[config.mk]
export PLATFORM = sky130hd
export DESIGN_NAME = wdt_window
export DESIGN_NICKNAME = d
export VERILOG_FILES = /design/src/rtl/wdt_pkg.sv /design/src/rtl/wdt_datapath.sv /design/src/rtl/wdt_ctrl.sv /design/src/rtl/wdt_window.sv
export SDC_FILE = /design/constraint.sdc
export NUM_CORES = 1
export LEC_CHECK = 0
export BUFFER_PORTS_ARGS = -buffer_cell sky130_fd_sc_hd__buf_4
export CORE_MARGIN = 1.5
export CORE_UTILIZATION = 40
export CTS_BUF_LIST = sky130_fd_sc_hd__clkbuf_16
export DETAILED_ROUTE_END_ITERATION = 7
export GPL_TIMING_DRIVEN = 0
export PLACE_DENSITY_LB_ADDON = 0.3
export SYNTH_ARGS = -nofsm -noshare
export SYNTH_HDL_FRONTEND = slang
export SYNTH_HIERARCHICAL = 1
export SYNTH_SLANG_ARGS = --single-unit
[constraint.sdc]
create_clock -name clk -period 6.39 [get_ports clk]
set_input_delay 0.639 -clock clk [delete_from_list [all_inputs] [get_ports clk]]
set_output_delay 0.639 -clock clk [all_outputs]
set_load 0.02 [all_outputs]
[src/rtl/wdt_pkg.sv]
package wdt_pkg;
  localparam int CNT_W = 12;
  localparam int BUS_W = 32;
  localparam logic [7:0] RESTART_KEY = 8'hA5;
  localparam logic [1:0] ADDR_CTRL = 2'd0;
  localparam logic [1:0] ADDR_MODE = 2'd1;
  localparam logic [1:0] ADDR_STAT = 2'd2;
  localparam logic [BUS_W-1:0] MODE_MASK = 32'h1FFF_AFFF;
  localparam logic [BUS_W-1:0] MODE_RESET = 32'h0FFF_2FFF;
  localparam int BIT_RSTEN = 13;
  localparam int BIT_DIS = 15;
  localparam int BIT_HALT = 28;

  typedef struct packed {
    logic             reload;
    logic             run;
    logic [CNT_W-1:0] reloadVal;
    logic [CNT_W-1:0] window;
  } dpCmd_t;
endpackage

[src/rtl/wdt_datapath.sv]
module wdt_datapath
  import wdt_pkg::*;
#(
  parameter int PRESCALE = 128
) (
  input  logic   clk,
  input  logic   rstN,
  input  dpCmd_t cmd,
  output logic   underflowEv,
  output logic   inWindow
);
  localparam int PW = (PRESCALE > 1) ? $clog2(PRESCALE) : 1;
  localparam logic [PW-1:0] PLAST = PW'(PRESCALE - 1);

  logic [PW-1:0]    presc;
  logic [CNT_W-1:0] cnt;
  logic             tick;

  assign tick        = cmd.run && (presc == PLAST);
  assign underflowEv = tick && (cnt == '0) && !cmd.reload;
  assign inWindow    = (cnt <= cmd.window);

  always_ff @(posedge clk) begin
    if (!rstN) begin
      presc <= '0;
      cnt   <= '1;
    end else if (cmd.reload) begin
      presc <= '0;
      cnt   <= cmd.reloadVal;
    end else if (cmd.run) begin
      presc <= tick ? '0 : presc + 1'b1;
      if (tick) cnt <= (cnt == '0) ? cmd.reloadVal : cnt - 1'b1;
    end
  end

  AST_IDLE_FREEZE: assert property (@(posedge clk) disable iff (!rstN)
    (!cmd.run && !cmd.reload) |=> $stable(cnt));

  AST_STEP_BY_ONE: assert property (@(posedge clk) disable iff (!rstN)
    (!cmd.reload && cnt != '0) |=> (cnt == $past(cnt) || cnt == $past(cnt) - 1'b1));
endmodule

[src/rtl/wdt_ctrl.sv]
module wdt_ctrl
  import wdt_pkg::*;
(
  input  logic             clk,
  input  logic             rstN,
  input  logic             busWrEn,
  input  logic             busRdEn,
  input  logic [1:0]       busAddr,
  input  logic [BUS_W-1:0] busWrData,
  output logic [BUS_W-1:0] busRdData,
  input  logic             dbgHalt,
  input  logic             underflowEv,
  input  logic             inWindow,
  output dpCmd_t           cmd,
  output logic             faultOut,
  output logic             rstOut
);
  logic [BUS_W-1:0] modeReg;
  logic             locked;
  logic             undFlag, errFlag;
  logic             modeWr, restartReq, restartOk, errSet, statRead;
  logic             disabled;
  logic             unusedCtrlBits;

  assign unusedCtrlBits = ^busWrData[23:1];
  assign disabled   = modeReg[BIT_DIS];
  assign modeWr     = busWrEn && (busAddr == ADDR_MODE) && !locked;
  assign restartReq = busWrEn && (busAddr == ADDR_CTRL) && !disabled
                   && (busWrData[31:24] == RESTART_KEY) && busWrData[0];
  assign restartOk  = restartReq && inWindow;
  assign errSet     = restartReq && !inWindow;
  assign statRead   = busRdEn && (busAddr == ADDR_STAT);

  always_comb begin
    cmd.reload    = modeWr || restartOk;
    cmd.reloadVal = modeWr ? busWrData[CNT_W-1:0] : modeReg[CNT_W-1:0];
    cmd.window    = modeReg[16 +: CNT_W];
    cmd.run       = !disabled && !(modeReg[BIT_HALT] && dbgHalt);
  end

  assign faultOut = undFlag || errFlag;

  always_ff @(posedge clk) begin
    if (!rstN) begin
      modeReg   <= MODE_RESET;
      locked    <= 1'b0;
      undFlag   <= 1'b0;
      errFlag   <= 1'b0;
      rstOut    <= 1'b0;
      busRdData <= '0;
    end else begin
      if (modeWr) begin
        modeReg <= busWrData & MODE_MASK;
        locked  <= 1'b1;
      end
      rstOut <= underflowEv && modeReg[BIT_RSTEN];
      if (underflowEv)   undFlag <= 1'b1;
      else if (statRead) undFlag <= 1'b0;
      if (errSet)        errFlag <= 1'b1;
      else if (statRead) errFlag <= 1'b0;
      if (busRdEn) begin
        unique case (busAddr)
          ADDR_MODE: busRdData <= modeReg;
          ADDR_STAT: busRdData <= {30'd0, errFlag, undFlag};
          default:   busRdData <= '0;
        endcase
      end
    end
  end

  AST_MODE_LOCKED: assert property (@(posedge clk) disable iff (!rstN)
    locked |=> $stable(modeReg));

  AST_RST_SINGLE: assert property (@(posedge clk) disable iff (!rstN)
    rstOut |=> !rstOut);

  AST_RST_NEEDS_EN: assert property (@(posedge clk) disable iff (!rstN)
    rstOut |-> $past(modeReg[BIT_RSTEN]));

  AST_UNDERFLOW_FLAGS: assert property (@(posedge clk) disable iff (!rstN)
    underflowEv |=> faultOut);
endmodule

[src/rtl/wdt_window.sv]
module wdt_window
  import wdt_pkg::*;
#(
  parameter int PRESCALE = 128
) (
  input  logic        clk,
  input  logic        rstN,
  input  logic        busWrEn,
  input  logic        busRdEn,
  input  logic [1:0]  busAddr,
  input  logic [31:0] busWrData,
  output logic [31:0] busRdData,
  input  logic        dbgHalt,
  output logic        faultOut,
  output logic        rstOut
);
  dpCmd_t cmd;
  logic   underflowEv;
  logic   inWindow;

  wdt_ctrl i_ctrl (
    .clk(clk), .rstN(rstN), .busWrEn(busWrEn), .busRdEn(busRdEn),
    .busAddr(busAddr), .busWrData(busWrData), .busRdData(busRdData),
    .dbgHalt(dbgHalt), .underflowEv(underflowEv), .inWindow(inWindow),
    .cmd(cmd), .faultOut(faultOut), .rstOut(rstOut)
  );

  wdt_datapath #(.PRESCALE(PRESCALE)) i_dp (
    .clk(clk), .rstN(rstN), .cmd(cmd),
    .underflowEv(underflowEv), .inWindow(inWindow)
  );
endmodule

---- Yosys cells after proc, flatten, opt, wreduce, memory -nomap -nowiden ----
Cells that the tools add are included.
storage, ports and cells
  register bits after elaboration ......... 82
  output and inout port bits .............. 34
  logic and storage cells ................. 56
operators by class
  add/subtract/negate cells ............... 2
  $lt $le $gt $ge ......................... 1
  eq/ne operators ......................... 4
  mux-type cells .......................... 10
  bitwise gates (word level) .............. 1
  reduce and logical (&&, ||, !) cells .... 30
operator list
  operator               number
  $mux 12                5
  $pmux 29 s2            1
  $logic_and 1x1->1      15
  $le 12x12->1           1
  $logic_not 12->1       1
  $sub 12x1->12 const B  1
  $eq 8x8->1 const B     1
  $reduce_bool 2->1      4
  $add 7x1->7 const B    1
  $eq 7x7->1 const B     1
  $mux 7                 1
  $logic_not 1->1        5
  $mux 1                 3
  $eq 2x1->1 const B     1
  $eq 2x2->1 const B     1
  $logic_not 2->1        1
  $logic_or 1x1->1       2
  $reduce_and 2->1       1
  $reduce_or 2->1        1
  $not 1->1              1

---- Depth between registers and ports, before layout ----
Gate-level depths: netlist of run 1.
  word-level depth ........................ 10
  depth in mapped cells ................... 15
  gate-level depth less buffers ........... 13

---- Hierarchy ----
The synthesis of run 1 kept the hierarchy.
modules (own cells, without submodules)
  module        times used  cells an instance  area each (µm²)
  wdt_ctrl      1           272                2416.1
  wdt_datapath  1           186                1455.1

---- Worst setup path before layout of run 1 ----
Ideal clock, no wire load.
  path kind ............................... reg-to-reg
  start ................................... reg i_ctrl.modeReg[17]
  end ..................................... reg i_dp.cnt[4]
  data arrival time ....................... 2832 ps
  required time ........................... 6316 ps
  path slack .............................. 3484 ps
  stages on the path, launching flop included .. 16
  path buffers ............................ 3
  path through ............................ dfxtp_1 buf_4 inv_1 ha_1 nor2b_1 o211ai_1 a21o_1 a31oi_1 o21ai_0 a31o_2 clkbuf_1 clkinv_1 o21ai_0 clkbuf_1 o221ai_1 o21ai_0
RTL lines
  item                    line                RTL
  from (decl)             wdt_ctrl.sv:18      logic [BUS_W-1:0] modeReg;
  from (signal assigned)  wdt_ctrl.sv:53      modeReg <= busWrData & MODE_MASK;
  to (signal assigned)    wdt_datapath.sv:29  cnt <= cmd.reloadVal;
  to (signal assigned)    wdt_datapath.sv:32  if (tick) cnt <= (cnt == '0) ? cmd.reloadVal : cnt - 1'b1;
  to (decl)               wdt_datapath.sv:16  logic [CNT_W-1:0] cnt;

==> run metrics, run 1 <==
worst slew slack as a fraction of its limit 53.4%; fillers 917; sequential standard cell area 0.00154 mm^2; Required @ worst endpoint 6640 ps; TritonCTS clock tree yes; number of global-route vias before repair 3,388; maximum capacitance violations 0; Sequential Power Share 41.3%; number of rows created at floorplan 35; most area-consuming cells after synthesis dfxtp_1, nand3_1, ha_1; CP bufs+invs 5; Tcrit/Tclk final 58.4%; final cell utilization of the core 52.2%; number of setup violations in the final report 0; highest-count cells in the layout ignoring fill and taps buf_4, dfxtp_1, nand3_1; multi-input gate area in the final layout 0.00201 mm^2; Worst Hold Path Cells 2; Diodes inserted 0; DRC violation count after routing 0; sequential area share after synthesis 39.8%; worst path arrival time 3990 ps; critical-path cell list buf_4, inv_1, ha_1, nor2b_1, o211ai_1, a21o_1, a31oi_1, o21ai_0, a31o_2, clkbuf_1, clkinv_1, o21ai_0, clkbuf_1, o221ai_1, o21ai_0; startpoint types register; ratio of total power to cell area 253 mW/mm^2; Resized cells post-CTS 0; hold buffer count at cts 0; delay of the slowest critical-path stage 440 ps; type of the worst setup path register to register; design internal power 0.946 mW; clock tree skew after final layout 8.96 ps; total negative setup slack 0 ps; Comb power frac 11.9%; Post-layout nets 594; average wire per standard cell 15.3 um; endpoint of the most critical register-to-register path i_dp/cnt[4]; proportion of netlist area held by the largest area contributor 39.8%; number of I/O pins 73; total power consumption of the routed design 1.23 mW; family with the most delay on the worst path compound AO/OA/AOI/OAI gates; via count 3,483; worst skew pair latency 330 ps; Overall Global Routing Usage 21.2%; vias per std cell 5.19; number of DRC violations after detailed-routing iteration 0 133; horizontal die dimension 101 um; worst r2r path cells 15; clk root buf clkbuf_16; gp weighted congestion 0.921; worst hold path type register to register; Max Slew Vio Count 0; RSZ-0062 raised after global routing no; Post-CTS Repair Setup Buffers 0; Post-synth EDFFs 0; net switching power figure 0.288 mW; input/output buffers 64; clock-pin slew reported for the worst setup and hold paths after clock tree synthesis 60 ps; synth unique cells 58; minimum period implied by the final worst setup slack 3730 ps; clock share of power 46.8%; antenna violations before repair 0; commonest non-fill, non-tap cell in the layout buf_4; overall die area 0.0103 mm^2; Initial Utilization 41.5%; worst hold path endpoint i_ctrl/busRdData[6]; worst voltage drop across the vdd grid 124 uV; core area 0.00933 mm^2; achievable clock frequency 268 MHz; total wire length 10,200 um; final antenna-violating net count 0; Post-Syn Instances 458; fraction of synthesis flops using an asynchronous set or reset pin 0%; switching share of power 23.3%; cell at the slowest stage of the critical path clkinv_1; count of yosys warnings during synthesis 6; Num CTS Buffers 9; clk sinks 77; register-to-register setup slack 2660 ps; H-tree levels 3; leakage component of the power 2.14 nW; per-instance average area after synthesis 8.45 um^2; top flip-flop cell by instance count after synthesis dfxtp_1; Worst Setup End Kind register; result of the run finished clean; Mapped Area 0.00387 mm^2; cell type with the highest occurrence count on the critical path o21ai_0; Worst Path Max Fanout 10; Cell Count, Final, Fillers Out 671; worst reg2reg startpoint i_ctrl/modeReg[17]; synth-to-layout area growth 25.8%; post-DP HPWL 7880 um; overflow left after global routing 0; share of post-route cells with drive strength above 1 24.4%; worst min-delay path startpoint i_ctrl/busRdData[6]; number of buffers on the longest clock path 2; number of hold violations in the final report 0; First-pass DRT Iterations 5; biggest area consumer among synthesized cells dfxtp_1; Worst Max-Slew Pin Slew 698 ps; first-pass GRT wire length 16,700 um; pin count of the biggest net entering global routing 14; total placed cells including tap cells 655; number of storage elements in the synthesis netlist 77; die extent in y 101 um
## power by group through the flow
stage / Combinational, mW / Clock [mW] / Sequential, mW
detailed placement: 0.146 / 0 / 0.520
floorplan: 0.0865 / 0 / 0.524
finish: 0.146 / 0.578 / 0.509
CTS: 0.146 / 0.588 / 0.509
global placement: 0.143 / 0 / 0.519
global route: 0.163 / 0.614 / 0.512
## flip-flops by register name, summed over array words and instances (netlist names)
register / flops
i_ctrl/locked: 1
i_ctrl/modeReg: 27
i_dp/presc: 7
i_ctrl/undFlag: 1
i_ctrl/errFlag: 1
i_ctrl/rstOut: 1
i_dp/cnt: 12
i_ctrl/busRdData: 27
## kinds of logic (layout without fill, tap and decap cells)
logic type	Yosys count	count (layout)	share of synthesized area, %
muxes	13	13	4.04
other	1	5	0.0969
adders and majority gates	18	18	5.82
buffers and inverters	64	144	8.66
AOI/OAI and AO/OA	81	81	13.1
DFF	77	77	39.8
xor gates and xnor gates	5	5	1.13
and+or+nand+nor	199	199	27.3
## worst register-to-register path, delay by kind of cell (launching register included)
family	cells	cell delay, ps
AO/OA/AOI/OAI	8	1500
flip-flops	1	360
AND/OR/NAND/NOR	1	140
adder cells (fa/ha/maj)	1	300
buffers and inverters	5	1370
## metrics by stage
| stage | hold slack (ps) | cell area [um^2] | setup WS, ps |
|---|---|---|---|
| final | 467 | 4870 | 2660 |
| after global routing | 489 | 4870 | 2230 |
| after CTS | 469 | 4870 | 2650 |
| after detailed placement | 461 | 4530 | 2670 |
| after global placement | 457 | 4530 | 2670 |
| after floorplan | 442 | 3890 | 3480 |
## worst max-delay path by stage
stage | start | slack (ps) | to | cells past startpoint
CTS | i_ctrl/modeReg[17] | 2650 | i_dp/cnt[4] | 15
finish | i_ctrl/modeReg[17] | 2660 | i_dp/cnt[4] | 15
floorplan | i_ctrl/modeReg[17] | 3480 | i_dp/cnt[4] | 15
global placement | i_ctrl/modeReg[17] | 2670 | i_dp/cnt[5] | 15
global route | i_ctrl/modeReg[17] | 2230 | i_dp/cnt[5] | 15
detailed placement | i_ctrl/modeReg[17] | 2670 | i_dp/cnt[4] | 15
## Yosys cell counts, drive strengths merged, types with 4 or more instances
cell type	number
and3	4
inv	20
xor2	4
a21oi	36
mux2	12
nand4	11
nand2	43
nor3	6
o22ai	4
o21ai	14
dfxtp	77
buf	25
clkbuf	18
nand3	46
nand2b	27
or2	17
ha	18
a31oi	4
nor2	23
nor4	5
## metal layers
layer  global-route usage (%)  share of wire (%)  wire (um)  vias up
met5                        0                  0          0        -
met4                     6.09                1.3        128        0
met3                     5.80                6.0        618       15
met2                     35.6                 47       4820      118
met1                     26.6                 46       4660     1615
li1                         -                  -          -     1735
## area by class of cell
| cell class | instances | share of cell area [%] |
|---|---|---|
| plain buffers | 43 | 5.27 |
| flip-flops and latches | 77 | 31.7 |
| multi-input cells | 321 | 41.3 |
| repair buffers | 64 | 9.87 |
| clock inverters | 7 | 2.36 |
| inverters | 21 | 1.62 |
| well taps | 129 | 3.32 |
| clock buffers | 9 | 4.63 |
No activity file was read; power rests on OpenSTA's default activity.
==> run 2: changes to the inputs <==
Settings changed: ABC_AREA set to 1.
Clock period 6.39 ns to 3.9 ns, I/O delays scaled along.
==> run 2 against run 1 <==
Worst setup slack lost 1600 ps. Area after synthesis grew 4.8%. Sequential power grew 67%. Sequential cell count is the same. Largest cell class unchanged.
==> run metrics, run 2 <==
clock-pin slew reported for the worst setup and hold paths after clock tree synthesis 60 ps; minimum period implied by the final worst setup slack 2810 ps; post-placement setup slack 1160 ps; via count 3,798; DRC violation count after routing 0; worst voltage drop across the vdd grid 211 uV; hold buffer count at cts 0; share of post-route cells with drive strength above 1 19.3%; Worst Max-Slew Pin Slew 585 ps; instance area after placement 0.00472 mm^2; sequential area share after synthesis 38.0%; final cell utilization of the core 51.0%; synth unique cells 30; Diodes inserted 0; commonest non-fill, non-tap cell in the layout nand2_1; total negative setup slack 0 ps; sequential standard cell area 0.00154 mm^2; Post-synth EDFFs 0; number of rows created at floorplan 36; Max Slew Vio Count 0; number of setup violations in the final report 0; First-pass DRT Iterations 4; die extent in y 104 um; top flip-flop cell by instance count after synthesis dfxtp_1; Tcrit/Tclk final 72.1%; leakage component of the power 2.63 nW; Post-layout nets 717; post-DP HPWL 7830 um; RSZ-0062 raised after global routing no; switching share of power 26.1%; input/output buffers 64; least setup slack across all paths after layout 1090 ps; overall die area 0.0108 mm^2; number of buffers on the longest clock path 2; total wire length 10,200 um; gp weighted congestion 0.819; clock share of power 42.0%; count of yosys warnings during synthesis 6; core area 0.00982 mm^2; per-instance average area after synthesis 6.99 um^2; fraction of synthesis flops using an asynchronous set or reset pin 0%; antenna violations before repair 0; register-to-register setup slack 1090 ps; Required @ worst endpoint 4170 ps; horizontal die dimension 104 um; design internal power 1.43 mW; fillers 981; net switching power figure 0.505 mW; worst path arrival time 3080 ps; Post-Syn Instances 581; Resized cells post-CTS 0; worst hold path endpoint i_ctrl/modeReg[20]; number of I/O pins 73; maximum capacitance violations 0; endpoint of the most critical register-to-register path i_dp/cnt[10]; multi-input gate area in the final layout 0.00188 mm^2; highest-count cells in the layout ignoring fill and taps nand2_1, inv_1, buf_4; biggest area consumer among synthesized cells dfxtp_1; result of the run finished clean; Num CTS Buffers 9; clock tree skew after final layout 5.84 ps; Overall Global Routing Usage 19.8%; clk sinks 77; Worst Setup End Kind register; type of the worst setup path register to register; Sequential Power Share 43.9%; Worst Path Max Fanout 5; achievable clock frequency 356 MHz; largest registers i_ctrl/busRdData x27, i_ctrl/modeReg x27, i_dp/cnt x12; Mapped Area 0.00406 mm^2; average wire per standard cell 12.8 um; synth-to-layout area growth 23.4%; worst min-delay path startpoint busWrData[20]; worst r2r path cells 18; number of storage elements in the synthesis netlist 77; overflow left after global routing 0; clk root buf clkbuf_16; worst reg2reg startpoint i_ctrl/modeReg[21]; number of global-route vias before repair 3,700; ratio of total power to cell area 387 mW/mm^2; area of all placed cells without fillers 0.00501 mm^2; vias per std cell 4.77; pin count of the biggest net entering global routing 14; proportion of netlist area held by the largest area contributor 38.0%; final antenna-violating net count 0; Worst Hold Path Cells 3; worst skew pair latency 330 ps; H-tree levels 3; worst slew slack as a fraction of its limit 61.0%; most common cell in the synthesized netlist nand2_1; Post-CTS Repair Setup Buffers 0; TritonCTS clock tree yes; number of DRC violations after detailed-routing iteration 0 183; startpoint types register; Hold WS 279 ps; Comb power frac 14.1%; number of hold violations in the final report 0; most numerous cell types in the synthesized netlist nand2_1, inv_1, dfxtp_1, nand3_1, a21oi_1; Initial Utilization 41.3%; worst hold path type input pin to register; most area-consuming cells after synthesis dfxtp_1, nand2_1, inv_1; first-pass GRT wire length 17,200 um
run 2: cell types whose count changed after synthesis, sizes merged, moves of 7 or more:
| cell | delta |
|---|---|
| or2 | -17 |
| o21ai | +7 |
| o21a | +12 |
| inv | +74 |
| clkbuf | -10 |
| nand4 | -7 |
| nand2 | +127 |
| nand2b | -27 |
| mux2 | -12 |
| nand3 | +11 |
| buf | +7 |
| nor2 | +7 |
run 2: critical path, cell delays in order (launching register included):
cell     delay (ps)
dfxtp_1         360
buf_4           130
inv_1            30
ha_1            300
nand2_1          80
inv_1            30
o21ai_0         150
a21oi_1          80
nor2_1           90
nand3_1          70
nand2_1          70
inv_1            50
o21ai_0         360
inv_1           240
nand2_1         230
inv_1           140
a21oi_1         210
nand2_1          80
nand2_1          50
run 2: layout make-up:
class | count | area share (%)
buffer | 40 | 5.84
clock buffer | 9 | 4.50
clock inverter | 6 | 1.27
inverter | 95 | 7.12
multi-input combinational | 373 | 37.6
sequential | 77 | 30.8
tap | 133 | 3.32
timing repair buffer | 64 | 9.59
run 2: stage by stage:
step	power [mW]	instances
after floorplan	1.04	585
after CTS	1.95	797
final	1.94	797
after global routing	2.03	797
after detailed placement	1.14	782
after global placement	1.13	782
run 2: worst max-delay path by stage:
stage                  startpoint           end  slack (ps)  depth (start not counted)
2_1_floorplan  i_ctrl/modeReg[21]   i_dp/cnt[0]        1620                         18
3_3_place_gp   i_ctrl/modeReg[21]   i_dp/cnt[0]        1170                         18
3_5_place_dp   i_ctrl/modeReg[21]   i_dp/cnt[2]        1160                         18
4_1_cts        i_ctrl/modeReg[21]  i_dp/cnt[10]        1090                         18
5_1_grt        i_ctrl/modeReg[21]   i_dp/cnt[0]         830                         18
6_report       i_ctrl/modeReg[21]  i_dp/cnt[10]        1090                         18
run 2: routing by layer:
layer | part of all wire (%) | wire, um | GRT usage [%]
met1 | 48 | 4920 | 25.8
met3 | 4.8 | 495 | 3.52
met4 | 1.5 | 158 | 6.75
met2 | 45 | 4650 | 33.0
met5 | 0 | 0 | 0
run 2: cells by family after synthesis:
group                    count (synthesis)  synth area share, %
AND/OR/NAND/NOR                        264                 28.1
buffers and inverters                  135                 16.0
AO/OA/AOI/OAI                           79                 10.8
flip-flops                              77                 38.0
adder cells (fa/ha/maj)                 18                 5.55
XOR/XNOR                                 7                 1.51
other                                    1               0.0924
run 2: power groups by stage:
| stage | combinational, mW | clock, mW | sequential, mW |
|---|---|---|---|
| after floorplan | 0.173 | 0 | 0.870 |
| after global placement | 0.266 | 0 | 0.865 |
| after detailed placement | 0.271 | 0 | 0.866 |
| after CTS | 0.274 | 0.829 | 0.849 |
| after global routing | 0.309 | 0.867 | 0.852 |
| final | 0.273 | 0.813 | 0.850 |
==> run 3: changes to the inputs <==
Clock period 3.9 ns to 2.6 ns, I/O delays scaled along.
==> run 3 against run 2 <==
Sequential share of layout area decreased by 0.084 points. Global-route usage unchanged. Highest routed layer unchanged. Largest cell class unchanged. Utilization increased by 0.14 points. Combinational power increased by 52%. Clock-buffer cell count unchanged.
==> run metrics, run 3 (same netlist as run 2, synthesis figures left out) <==
post-placement setup slack -136 ps; pin count of the biggest net entering global routing 14; least setup slack across all paths after layout 188 ps; fillers 978; ratio of total power to cell area 580 mW/mm^2; overall die area 0.0108 mm^2; startpoint types register; Initial Utilization 41.3%; number of setup violations in the final report 0; Worst Path Max Fanout 5; number of DRC violations after detailed-routing iteration 0 181; RSZ-0062 raised after global routing no; post-DP HPWL 7830 um; first-pass GRT wire length 17,200 um; total wire length 10,300 um; hold buffer count at cts 0; final cell utilization of the core 51.2%; Post-CTS Repair Setup Buffers 0; worst slew slack as a fraction of its limit 61.3%; clk sinks 77; TritonCTS clock tree yes; Worst Max-Slew Pin Slew 581 ps; clock tree skew after final layout 5.38 ps; Cell Count, Final, Fillers Out 797; type of the worst setup path register to register; die extent in y 104 um; worst path arrival time 2690 ps; highest-count cells in the layout ignoring fill and taps nand2_1, inv_1, buf_4; worst voltage drop across the vdd grid 316 uV; clk root buf clkbuf_16; First-pass DRT Iterations 4; worst hold path type input pin to register; clock-pin slew reported for the worst setup and hold paths after clock tree synthesis 60 ps; final antenna-violating net count 0; result of the run finished clean; number of hold violations in the final report 0; leakage component of the power 2.63 nW; Overall Global Routing Usage 19.8%; antenna violations before repair 0; Diodes inserted 0; Num CTS Buffers 9; overflow left after global routing 0; via count 3,807; number of global-route vias before repair 3,700; minimum period implied by the final worst setup slack 2410 ps; input/output buffers 64; Max Slew Vio Count 0; number of rows created at floorplan 36; share of post-route cells with drive strength above 1 19.7%; H-tree levels 3; Worst Setup End Kind register; Tcrit/Tclk final 92.8%; horizontal die dimension 104 um; commonest non-fill, non-tap cell in the layout nand2_1; total placed cells including tap cells 782; synth-to-layout area growth 23.8%; register-to-register setup slack 190 ps; largest registers i_ctrl/busRdData x27, i_ctrl/modeReg x27, i_dp/cnt x12; number of I/O pins 73; average wire per standard cell 12.9 um; total power consumption of the routed design 2.91 mW; Post-layout nets 717; number of buffers on the longest clock path 2; Required @ worst endpoint 2870 ps; DRC violation count after routing 0; worst skew pair latency 330 ps; multi-input gate area in the final layout 0.00190 mm^2; gp weighted congestion 0.819; maximum capacitance violations 0; core area 0.00982 mm^2; sequential standard cell area 0.00154 mm^2; vias per std cell 4.78; achievable clock frequency 415 MHz; Hold WS 151 ps
run 3: final timing paths:
kind | from | cells past startpoint | end
setup / recovery | i_ctrl/modeReg[21] | 18 | i_dp/cnt[10]
hold reg to reg | i_dp/presc[6] | 2 | i_dp/presc[6]
setup reg to reg | i_ctrl/modeReg[21] | 18 | i_dp/cnt[10]
hold / removal | busWrData[20] | 3 | i_ctrl/modeReg[20]
run 3: routing by layer:
layer	track usage (%)	part of all wire, %	vias up
li1	-	-	1954
met1	25.8	47	1733
met2	33.0	45	103
met3	3.52	6.1	17
met4	6.75	1.6	0
met5	0	0	-
run 3: critical path: stages (launching register included):
cell and delay, ps:
dfxtp_1 360, buf_4 130, inv_1 30, ha_1 300
nand2_1 80, inv_1 30, o21ai_0 150, a21oi_1 80
nor2_1 90, nand3_1 70, nand2_1 70, inv_1 70
o21ai_4 180, inv_2 110, nand2_2 140, inv_1 110
a21oi_1 220, nand2_1 80, nand2_1 60
run 3: power by group:
part | internal (mW) | switching, mW
registers | 1.23 | 0.0422
clock network | 0.738 | 0.487
logic | 0.179 | 0.237
run 3: layout make-up:
type,instances,share of cell area (%)
buffer,40,5.83
sequential,77,30.7
tap,133,3.31
multi-input combinational,373,37.8
clock inverter,6,1.27
timing repair buffer,64,9.56
clock buffer,9,4.48
inverter,95,7.10
run 3: per-stage QoR:
stage          area (um^2)  setup TNS, ps
2_1_floorplan         4070              0
3_3_place_gp          4720          -1540
3_5_place_dp          4720          -1530
4_1_cts               5010              0
5_1_grt               5020              0
6_report              5020              0
run 3: timing repair:
item	4_1_cts	5_1_grt
pin swaps	0	1
hold endpoints to repair	0	0
gates resized for setup	2	3
setup endpoints to repair	15	15
